--- config.mk ---
export PLATFORM = sky130hd
export DESIGN_NAME = brhist_predictor
export DESIGN_NICKNAME = d
export VERILOG_FILES = /design/src/rtl/brhist_pkg.sv /design/src/rtl/brhist_ctr.sv /design/src/rtl/brhist_table.sv /design/src/rtl/brhist_eqres.sv /design/src/rtl/brhist_track.sv /design/src/rtl/brhist_predictor.sv
export SDC_FILE = /design/constraint.sdc
export NUM_CORES = 1
export LEC_CHECK = 0
export BUFFER_PORTS_ARGS = -buffer_cell sky130_fd_sc_hd__buf_2
export CAP_MARGIN = 20
export CORE_MARGIN = 3
export CORE_UTILIZATION = 38
export CTS_CLUSTER_SIZE = 40
export DETAILED_ROUTE_END_ITERATION = 7
export PLACE_DENSITY = 0.63
export SYNTH_ARGS = -nofsm -noshare
export SYNTH_HDL_FRONTEND = slang
export SYNTH_SLANG_ARGS = --single-unit
export TNS_END_PERCENT = 100
--- constraint.sdc ---
create_clock -name clk -period 2.6 [get_ports clk]
set_clock_uncertainty 0.15 [all_clocks]
set_input_delay 0.13 -clock clk [delete_from_list [all_inputs] [get_ports clk]]
set_output_delay 0.13 -clock clk [all_outputs]
set_load 0.01 [all_outputs]
--- src/rtl/brhist_pkg.sv ---
package brhist_pkg;

  // Counter encodings for the two-bit mode.
  typedef enum logic [1:0] {
    CTR_STRONG_NT = 2'd0,
    CTR_WEAK_NT   = 2'd1,
    CTR_WEAK_T    = 2'd2,
    CTR_STRONG_T  = 2'd3
  } ctr2_e;

  // Reset value of a counter of width w: the highest value that still
  // predicts not-taken.
  function automatic int unsigned ctr_reset_val(input int unsigned w);
    return (32'd1 << (w - 1)) - 32'd1;
  endfunction

endpackage

--- src/rtl/brhist_ctr.sv ---
module brhist_ctr #(
  parameter int unsigned HIST_W = 2
) (
  input  logic              clk,
  input  logic              rst_n,
  input  logic              upd_en,
  input  logic              upd_taken,
  output logic [HIST_W-1:0] st_o
);
  localparam logic [HIST_W-1:0] MAXV = '1;
  localparam logic [HIST_W-1:0] RSTV = HIST_W'(brhist_pkg::ctr_reset_val(HIST_W));

  logic [HIST_W-1:0] st_q, st_d;

  // next state: saturating step, held unless enabled
  always_comb begin
    st_d = st_q;
    if (upd_en) begin
      if (upd_taken && (st_q != MAXV)) begin
        st_d = st_q + 1'b1;
      end else if (!upd_taken && (st_q != '0)) begin
        st_d = st_q - 1'b1;
      end
    end
  end

  always_ff @(posedge clk or negedge rst_n) begin
    if (!rst_n) begin
      st_q <= RSTV;
    end else if (upd_en) begin
      st_q <= st_d;
    end
  end

  assign st_o = st_q;
endmodule

--- src/rtl/brhist_table.sv ---
module brhist_table #(
  parameter int unsigned IDX_W  = 6,
  parameter int unsigned HIST_W = 2
) (
  input  logic             clk,
  input  logic             rst_n,
  input  logic [IDX_W-1:0] rd_idx,
  output logic             rd_pred,
  input  logic             upd_en,
  input  logic [IDX_W-1:0] upd_idx,
  input  logic             upd_taken
);
  localparam int unsigned NENT = 1 << IDX_W;

  logic [NENT-1:0] pred_bits;

  for (genvar g = 0; g < NENT; g++) begin : g_ent
    logic              ent_en;
    logic [HIST_W-1:0] ent_st;

    assign ent_en = upd_en && (upd_idx == IDX_W'(g));

    brhist_ctr #(.HIST_W(HIST_W)) ctr_i (
      .clk      (clk),
      .rst_n    (rst_n),
      .upd_en   (ent_en),
      .upd_taken(upd_taken),
      .st_o     (ent_st)
    );

    assign pred_bits[g] = ent_st[HIST_W-1];
  end

  // read port returns the registered value, so a same-cycle update is not seen
  assign rd_pred = pred_bits[rd_idx];
endmodule

--- src/rtl/brhist_eqres.sv ---
module brhist_eqres #(
  parameter int unsigned DATA_W = 32,
  parameter int unsigned LANE_W = 8
) (
  input  logic [DATA_W-1:0] opa,
  input  logic [DATA_W-1:0] opb,
  output logic              equal
);
  localparam int unsigned LANES = (DATA_W + LANE_W - 1) / LANE_W;
  localparam int unsigned PAD_W = LANES * LANE_W;

  logic [PAD_W-1:0] diff;
  logic [LANES-1:0] lane_ne;

  // bitwise difference, padded with zeros up to whole lanes
  assign diff = PAD_W'(opa ^ opb);

  // two-level OR reduction: per lane, then across lanes
  for (genvar l = 0; l < LANES; l++) begin : g_lane
    assign lane_ne[l] = |diff[l*LANE_W +: LANE_W];
  end

  assign equal = ~|lane_ne;
endmodule

--- src/rtl/brhist_track.sv ---
module brhist_track #(
  parameter int unsigned IDX_W = 6
) (
  input  logic             clk,
  input  logic             rst_n,
  input  logic             lk_valid,
  input  logic [IDX_W-1:0] lk_idx,
  input  logic             lk_pred,
  input  logic             id_br_valid,
  input  logic             id_equal,
  output logic             upd_en,
  output logic [IDX_W-1:0] upd_idx,
  output logic             upd_taken,
  output logic             miss
);
  logic             held_pred_q, held_pred_d;
  logic [IDX_W-1:0] held_idx_q, held_idx_d;

  always_comb begin
    held_pred_d = held_pred_q;
    held_idx_d  = held_idx_q;
    if (lk_valid) begin
      held_pred_d = lk_pred;
      held_idx_d  = lk_idx;
    end
  end

  always_ff @(posedge clk or negedge rst_n) begin
    if (!rst_n) begin
      held_pred_q <= 1'b0;
      held_idx_q  <= '0;
    end else if (lk_valid) begin
      held_pred_q <= held_pred_d;
      held_idx_q  <= held_idx_d;
    end
  end

  assign upd_en    = id_br_valid;
  assign upd_idx   = held_idx_q;
  assign upd_taken = id_equal;
  assign miss      = id_br_valid && (id_equal != held_pred_q);
endmodule

--- src/rtl/brhist_predictor.sv ---
module brhist_predictor #(
  parameter int unsigned PC_W   = 32,
  parameter int unsigned DATA_W = 32,
  parameter int unsigned IDX_W  = 6,
  parameter int unsigned ALIGN  = 2,
  parameter int unsigned HIST_W = 2
) (
  input  logic              clk,
  input  logic              rst_n,
  input  logic              lk_valid,
  input  logic [PC_W-1:0]   lk_pc,
  output logic              lk_taken,
  input  logic              id_br_valid,
  input  logic [DATA_W-1:0] id_opa,
  input  logic [DATA_W-1:0] id_opb,
  output logic              res_taken,
  output logic              mispredict,
  output logic              flush_ifid
);
  localparam int unsigned IDX_LO = ALIGN;
  localparam int unsigned IDX_HI = ALIGN + IDX_W - 1;

  if ((HIST_W < 1) || (HIST_W > 2)) begin : g_bad_hist
    $error("HIST_W must be 1 or 2");
  end

  logic [IDX_W-1:0] lk_idx;
  logic [IDX_W-1:0] upd_idx;
  logic             upd_en;
  logic             upd_taken;
  logic             id_equal;
  logic             miss;
  logic             unused_pc_bits;

  assign lk_idx         = lk_pc[IDX_HI:IDX_LO];
  assign unused_pc_bits = ^{lk_pc[PC_W-1:IDX_HI+1], lk_pc[IDX_LO-1:0]};

  brhist_table #(.IDX_W(IDX_W), .HIST_W(HIST_W)) table_i (
    .clk      (clk),
    .rst_n    (rst_n),
    .rd_idx   (lk_idx),
    .rd_pred  (lk_taken),
    .upd_en   (upd_en),
    .upd_idx  (upd_idx),
    .upd_taken(upd_taken)
  );

  brhist_eqres #(.DATA_W(DATA_W)) eq_i (
    .opa  (id_opa),
    .opb  (id_opb),
    .equal(id_equal)
  );

  brhist_track #(.IDX_W(IDX_W)) track_i (
    .clk        (clk),
    .rst_n      (rst_n),
    .lk_valid   (lk_valid),
    .lk_idx     (lk_idx),
    .lk_pred    (lk_taken),
    .id_br_valid(id_br_valid),
    .id_equal   (id_equal),
    .upd_en     (upd_en),
    .upd_idx    (upd_idx),
    .upd_taken  (upd_taken),
    .miss       (miss)
  );

  assign res_taken  = id_equal;
  assign mispredict = miss;
  assign flush_ifid = miss;
endmodule

Yosys cells after proc, flatten, opt, wreduce, memory -nomap -nowiden
Cells that the tools add are included.
- memories kept: 0
- output and inout port bits: 4
- flip-flop bits (word level): 135
- memory bits (read-only): 0
- memory bits (writable): 0
- input bits: 100
- word-level logic and storage cells: 842
- bits in latches: 0
- $mul: 0
- shifts and indexed selects: 0
- mux-type cells: 130
- equal/unequal tests: 128
- add/sub/neg operators: 128
- bitwise operators: 1
- div/mod/pow operators: 0
- reductions and logical operators: 388
- order comparisons: 1
- operators with widths (operator ; count):
    $mux 2 ; 128
    $reduce_bool 2->1 ; 128
    $logic_and 1x1->1 ; 193
    $eq 6x6->1 const B ; 32
    $add 2x1->2 const B ; 64
    $ne 2x2->1 const B ; 64
    $reduce_and 2->1 ; 64
    $sub 2x1->2 const B ; 64
    $eq 6x5->1 const B ; 16
    $eq 6x4->1 const B ; 8
    $reduce_or 32->1 ; 1
    $xor 32x32->32 ; 1
    $eq 6x3->1 const B ; 4
    $eq 6x2->1 const B ; 2
    $lt 6x7->1 const B ; 1
    $bmux 1 s6 ; 1
    $eq 6x1->1 const B ; 1
    $logic_not 6->1 ; 1
    $logic_not 1->1 ; 1
    $mux 1 ; 1
    $ne 1x1->1 ; 1

Logic depth before layout (Yosys ltp)
Gate-level depths: netlist of run 1.
- depth in word-level cells: 6
- gate-level depth with buffers: 9

Cells and area by module
Synthesis of run 1 repeated with hierarchy kept, for this count alone.
- cell total of the unflattened synthesis: 712
- area, all modules: 7790.0 µm²
- by module, submodules not included (module ; cells an instance ; sequential area each (µm²) ; area each (µm²) ; times used):
    brhist_ctr ; 8 ; 51.3 ; 96.3 ; 64
    brhist_table ; 137 ; 0.0 ; 948.4 ; 1
    brhist_eqres ; 43 ; 0.0 ; 346.6 ; 1
    brhist_track ; 19 ; 175.2 ; 321.6 ; 1
    brhist_predictor ; 1 ; 0.0 ; 7.5 ; 1

Worst setup path after synthesis of run 1
Ideal clock, no wire load.
- kind: flip-flop to flip-flop
- from: reg table_i.g_ent[3].ctr_i.st_q[1]
- to: reg track_i.held_pred_q
- cell stages (with the launch flop): 6
- slack: 0.614 ns
- required time: 2.325 ns
- period minus slack after synthesis: 1.986 ns
- data arrival time: 1.711 ns
- cells stage by stage: dfrtp_1 mux4_1 mux2_2 o31ai_2 o41ai_2 mux2_4
- word-level cells in the longest chain between the ends: 2
- ends and longest elaborated chain (item ; line ; text):
    from (decl) ; brhist_ctr.sv:13 ; logic [HIST_W-1:0] st_q, st_d;
    from (signal assigned) ; brhist_ctr.sv:31 ; st_q <= st_d;
    $bmux 1 s6 ; brhist_table.sv:35 ; assign rd_pred = pred_bits[rd_idx];
    $mux 1 (not written as such) ; brhist_table.sv:35 ;
    via lk_taken ; brhist_predictor.sv:12 ; output logic lk_taken,
    to (signal assigned) ; brhist_track.sv:33 ; held_pred_q <= held_pred_d;
    to (decl) ; brhist_track.sv:16 ; logic held_pred_q, held_pred_d;
The timed path passes the listed nets, and every way through them passes these cells. The select of a mux whose other input is x is not followed.
A chain may end at the register's enable or synchronous reset.

Final worst setup path of run 1
- from: reg table_i.g_ent[56].ctr_i.st_q[1]
- to: out lk_taken
- word-level cells in the longest chain between the ends: 2
- ends and longest elaborated chain (item ; line):
    from (decl) ; brhist_ctr.sv:13
    from (signal assigned) ; brhist_ctr.sv:31
    $bmux 1 s6 ; brhist_table.sv:35
    $mux 1 (not written as such) ; brhist_table.sv:35
    to (decl) ; brhist_predictor.sv:12
No other way between the ends. The select of a mux whose other input is x is not followed.

==> results of run 1 <==
==> cell usage after synthesis, types with 2 or more instances <==
cell type and instances:
dfstp_2 64, nand2_1 78, nor3b_1 2, nor3_1 7
nor2_1 58, mux4_2 9, nand2b_1 5, mux4_1 5
mux2i_1 9, nand4_1 9, xnor2_1 32, o211ai_1 44
buf_4 17, buf_2 9, dfrtp_1 71, inv_1 63
o2111ai_1 19, a31oi_1 19, buf_6 2, and2_1 2
o21ai_0 54, clkbuf_1 31, mux2_2 8, nor2b_1 6
o21ai_1 135, nand3_1 5, nand3b_1 5, nor4_1 3
a21oi_1 109
==> layout make-up <==
| cell class | instances | share of cell area [%] |
|---|---|---|
| clock buffer | 20 | 4.73 |
| multi-input combinational | 636 | 41.5 |
| tap | 265 | 3.59 |
| antenna | 1 | 0.0271 |
| timing repair buffer | 114 | 7.96 |
| sequential | 135 | 37.5 |
| clock inverter | 12 | 2.20 |
| inverter | 63 | 2.56 |
==> kinds of logic (layout without fill, tap and decap cells) <==
group,count (synthesis),in the layout,share of synthesized area (%)
AND/OR/NAND/NOR,184,184,10.3
multiplexers,32,32,6.76
XOR/XNOR,33,33,3.69
flip-flops,135,135,44.2
other,0,1,0
AO/OA/AOI/OAI,387,387,27.9
buffers and inverters,123,209,7.07
==> metal layers <==
| layer | wire (um) | up-vias | global-route usage, % |
|---|---|---|---|
| met5 | 0 | - | 0 |
| met1 | 9260 | 3246 | 26.1 |
| met2 | 9010 | 212 | 28.5 |
| met3 | 1040 | 9 | 3.60 |
| li1 | - | 3365 | - |
| met4 | 189 | 0 | 4.12 |
==> what timing repair did <==
action	in CTS	in global routing
setup buffers	0	0
hold buffers	6	0
endpoints found under the hold margin	69	0
==> worst min-delay path: cells and delay by family <==
| kind | cells | cell delay, ns |
|---|---|---|
| mux | 1 | 0.17 |
| buf+inv | 2 | 0.27 |
==> where the power goes <==
group | switching (W) | internal (W)
clock | 0.000932 | 0.00170
sequential | 0.000110 | 0.00267
combinational | 0.000609 | 0.000343
total | 0.00165 | 0.00471
==> worst paths after layout <==
| kind | end | cells after the start |
|---|---|---|
| min reg2reg | table_i.g_ent[43].ctr_i.st_o[0] | 2 |
| min | track_i.upd_idx[0] | 3 |
| max in group asynchronous | table_i.g_ent[22].ctr_i.st_o[0] | 3 |
| min in group asynchronous | table_i.g_ent[43].ctr_i.st_o[1] | 2 |
| max | lk_taken | 6 |
| max reg2reg | track_i.held_pred_q | 6 |
==> flip-flops by register name, summed over array words and instances, names as in the netlist <==
| signal | flops |
|---|---|
| track_i.held_pred_q | 1 |
| track_i.upd_idx | 6 |
| table_i.g_ent.ctr_i.st_o | 128 |
==> per-stage QoR <==
stage / utilization, % / total power, W / instances
floorplan: - / 0.00343 / 894
global placement: 43.0 / 0.00373 / 1207
detailed placement: 43.0 / 0.00375 / 1207
CTS: 46.5 / 0.00642 / 1245
global route: 46.5 / 0.00669 / 1246
finish: 46.5 / 0.00636 / 1246
==> impl_metrics.json, run 1 <==
{
  "power.density_nw_per_um2": 690,
  "gp_congestion": 0.827,
  "synth-main-ff-cell": "dfrtp_1",
  "finalMaxSlewViolations": 0,
  "hold_path_startpoint": "lk_pc[2]",
  "finish.instance_area_um2": 9230,
  "cp_slowest_cell": "mux4_1",
  "period_minus_slack_ns": 2.51,
  "endpoint_kind": "primary output",
  "finalSetupViolCount": 0,
  "grt_pass1_wl_mm": 32.1,
  "max_freq_mhz": 399,
  "yosysSeqAreaShare_pct": 44.2,
  "worst-setup-path-type": "reg -> out",
  "drive_gt1_share_pct": 23.1,
  "die_h_um": 150,
  "regArea_um2": 3460,
  "setup_ws_ns": 0.0907,
  "finalWirelength_mm": 19.5,
  "fillers": 1845,
  "syn_area_um2": 7830,
  "cts_resized": 0,
  "holdWs_ns": 0.0418,
  "critPathLaunchType": "flip-flop",
  "coreArea_um2": 19800,
  "final_common_cell": "o21ai_1",
  "ioPinCount": 104,
  "cts_root_buf": "clkbuf_16",
  "grt_usage_pct": 18.2,
  "clkTransAtPathRegs_ns": 0.06,
  "ys_types": 43,
  "min_path_type": "in -> reg",
  "htreeDepth": 4,
  "cp_num_buf_inv": 1,
  "yosysWarnings": 0,
  "pre_cts_slack_ns": 0.332,
  "area_growth_syn_to_layout_pct": 17.9,
  "fin_tns_setup_ns": 0,
  "max_slew_margin_pct": 54.9,
  "p_leak_nw": 3.85,
  "clk_latency_ns": 0.42,
  "async_flop_share_pct": 100,
  "rrSetupSlack_ns": 0.43,
  "grt.overflow.total": 0,
  "cp_top_family": "multiplexers",
  "wl_per_cell_um": 15.7,
  "vias": 6832,
  "vdd.ir_drop.worst_mv": 0.330,
  "drtIter0Drc": 562,
  "synthTopCellsByArea": "dfrtp_1 23%, dfstp_2 21%, o21ai_1 8.6%, a21oi_1 7.0%, o211ai_1 4.2%",
  "cp.required_ns": 2.32,
  "nets": 1067,
  "cts.sinks": 135,
  "synth_nets": 994,
  "synth-edff-count": 0,
  "die_x_um": 150,
  "yosysTopAreaCell": "dfrtp_1",
  "vias_per_cell": 5.48,
  "multi_input_area_um2": 3820,
  "grt_pass1_vias": 6237,
  "drc": 0,
  "ant_nets": 0,
  "startpoint": "table_i.g_ent[56].ctr_i.st_o[1]",
  "cts-buffers-inserted": 17,
  "yosys_register_bits": 135,
  "rows": 51,
  "slowest_delay_ns": 0.55,
  "clockBufferDepth": 2,
  "synth_top_area_share_pct": 22.7,
  "grt_max_degree": 69,
  "synthCells": 894,
  "path_cells": "mux4_1 -> mux2i_1 -> a22oi_1 -> nand4_1 -> o41ai_2 -> buf_2",
  "grt_setup_unrepaired": "false",
  "start_util_pct": 39.4,
  "path_max_fanout": 5,
  "finalHoldViolations": 0,
  "antenna_found_initial": 1,
  "cts_tree": "done",
  "dr.pass1.iters": 5,
  "avgSynthCellArea_um2": 8.75,
  "post-route-period-util_pct": 96.5,
  "maxCapViolations": 0,
  "outcome": "completed",
  "cp.arrival_ns": 2.23,
  "io_buffers": 77,
  "final_cell_mix": "135 x o21ai_1, 109 x a21oi_1, 78 x nand2_1",
  "placed_cell_area_um2": 8530,
  "timing.rr.start": "table_i.g_ent[56].ctr_i.st_o[1]",
  "die-area_um2": 22400,
  "dp_hpwl_mm": 13.2,
  "worst_pin_slew_ns": 0.671
}
Power figures use the tool's default switching activity.
==> run 2: changes to the inputs <==
--- a/config.mk
+++ b/config.mk
@@ -11,7 +11,7 @@
 export CORE_UTILIZATION = 38
 export CTS_CLUSTER_SIZE = 40
 export DETAILED_ROUTE_END_ITERATION = 7
-export PLACE_DENSITY = 0.63
+export PLACE_DENSITY = 0.66
 export SYNTH_ARGS = -nofsm -noshare
 export SYNTH_HDL_FRONTEND = slang
 export SYNTH_SLANG_ARGS = --single-unit
==> impl_metrics.json, run 2 (same netlist as run 1, synthesis figures left out) <==
{
  "area_growth_syn_to_layout_pct": 17.1,
  "cp_slowest_cell": "mux4_1",
  "worst_pin_slew_ns": 0.662,
  "io_buffers": 77,
  "grt_max_degree": 73,
  "vdd.ir_drop.worst_mv": 0.351,
  "final_cell_mix": "135 x o21ai_1, 109 x a21oi_1, 78 x nand2_1",
  "die-area_um2": 22400,
  "regArea_um2": 3460,
  "worst-setup-path-type": "reg -> out",
  "cp_top_family": "multiplexers",
  "cts_root_buf": "clkbuf_16",
  "finalSetupViolCount": 0,
  "slowest_delay_ns": 0.54,
  "dp_hpwl_mm": 13.6,
  "cts-buffers-inserted": 17,
  "period_minus_slack_ns": 2.49,
  "finalMaxSlewViolations": 0,
  "drtIter0Drc": 534,
  "maxCapViolations": 0,
  "antenna_found_initial": 2,
  "ant_nets": 0,
  "multi_input_area_um2": 3830,
  "coreArea_um2": 19800,
  "outcome": "completed",
  "ioPinCount": 104,
  "max_slew_margin_pct": 55.6,
  "htreeDepth": 4,
  "fillers": 1860,
  "min_path_type": "in -> async",
  "grt_usage_pct": 18.3,
  "grt_pass1_wl_mm": 32.3,
  "critPathLaunchType": "flip-flop",
  "largest_reg_flops": 128,
  "post-route-period-util_pct": 95.6,
  "postLayoutCoreUtil_pct": 46.2,
  "finalWirelength_mm": 19.6,
  "start_util_pct": 39.4,
  "cp.arrival_ns": 2.21,
  "rows": 51,
  "p_leak_nw": 3.82,
  "max_freq_mhz": 402,
  "cts.sinks": 135,
  "vias_per_cell": 5.55,
  "finalHoldViolations": 0,
  "grt_setup_unrepaired": "false",
  "die_x_um": 150,
  "drive_gt1_share_pct": 23.5,
  "drc": 0,
  "clockBufferDepth": 2,
  "final_common_cell": "o21ai_1",
  "grt_pass1_vias": 6312,
  "grt.overflow.total": 0,
  "endpoint_kind": "primary output",
  "dr.pass1.iters": 5,
  "clkTransAtPathRegs_ns": 0.07,
  "clk_latency_ns": 0.43,
  "power.density_nw_per_um2": 666,
  "path_cells": "mux4_1 -> mux2_2 -> o31ai_2 -> o41ai_2 -> buf_2",
  "wl_per_cell_um": 15.7,
  "fin_tns_setup_ns": 0,
  "cts_tree": "done",
  "cp_num_buf_inv": 1,
  "path_max_fanout": 5,
  "cp.required_ns": 2.32,
  "gp_congestion": 0.814,
  "die_h_um": 150,
  "vias": 6909,
  "nets": 1066
}
## run 2: cell types whose count changed in the layout (fill, tap and decap cells not counted), sizes merged
cell and delta:
clkinv +5, bufinv -3, clkbuf -3, inv +2, buf -1, clkinvlp -1
## run 2: cell type report
cell class | count | area share, %
flip-flops and latches | 135 | 37.7
diodes | 1 | 0.0273
multi-input cells | 636 | 41.8
inverters | 63 | 2.58
well taps | 265 | 3.62
clock buffers | 17 | 4.64
clock inverters | 15 | 1.69
repair buffers | 113 | 7.93
## run 2: path summary, 6_finish.rpt
| check | cells after the start | slack (ns) | start | to |
|---|---|---|---|---|
| worst max-delay path | 5 | 0.11 | table_i.g_ent[3].ctr_i.st_o[1] | lk_taken |
| worst min-delay path | 2 | 0.11 | rst_n | table_i.g_ent[38].ctr_i.st_o[1] |
| worst max register to register | 5 | 0.46 | table_i.g_ent[3].ctr_i.st_o[1] | track_i.held_pred_q |
| worst min register to register | 2 | 0.35 | table_i.g_ent[35].ctr_i.st_o[0] | table_i.g_ent[35].ctr_i.st_o[0] |
| max in group asynchronous | 3 | 1.42 | rst_n | table_i.g_ent[53].ctr_i.st_o[0] |
| min in group clk | 2 | 0.11 | lk_pc[5] | track_i.upd_idx[3] |
## run 2: worst reg2reg max path, delay by kind of cell (launching register included)
family | cells | cell delay, ns
compound gates | 2 | 0.35
flops | 1 | 0.43
mux | 3 | 1.09
## run 2: metrics by stage
step           total power, W  worst slack (ns)  cells  hold WS [ns]  instance area [um2]
6_report              0.00610             0.114   1245         0.110                 9160
3_3_place_gp          0.00373             0.275   1206        0.0151                 8520
4_1_cts               0.00615            0.0925   1244         0.107                 9160
2_1_floorplan         0.00343             0.614    894        -0.316                 7830
3_5_place_dp          0.00375             0.205   1206        0.0154                 8520
5_1_grt               0.00640            0.0168   1245         0.129                 9160
## run 2: where the power goes
| group | switching, W | internal [W] |
|---|---|---|
| sequential | 0.000107 | 0.00267 |
| combinational | 0.000608 | 0.000341 |
| clock | 0.000962 | 0.00141 |
| total | 0.00168 | 0.00442 |
## run 2: timing repair
action                                  in CTS  in global routing
gates resized for setup                      0                  2
setup buffers                                0                  0
endpoints found under the setup margin       0                  1
hold buffers                                 6                  0
endpoints found under the hold margin       68                  0
## run 2: layer usage
| metal | up-vias | GRT usage, % | share of wire [%] |
|---|---|---|---|
| met3 | 26 | 4.48 | 6.9 |
| met1 | 3266 | 25.0 | 46 |
| met2 | 258 | 28.8 | 46 |
| li1 | 3357 | - | - |
| met5 | - | 0 | 0.066 |
| met4 | 2 | 6.00 | 1.6 |
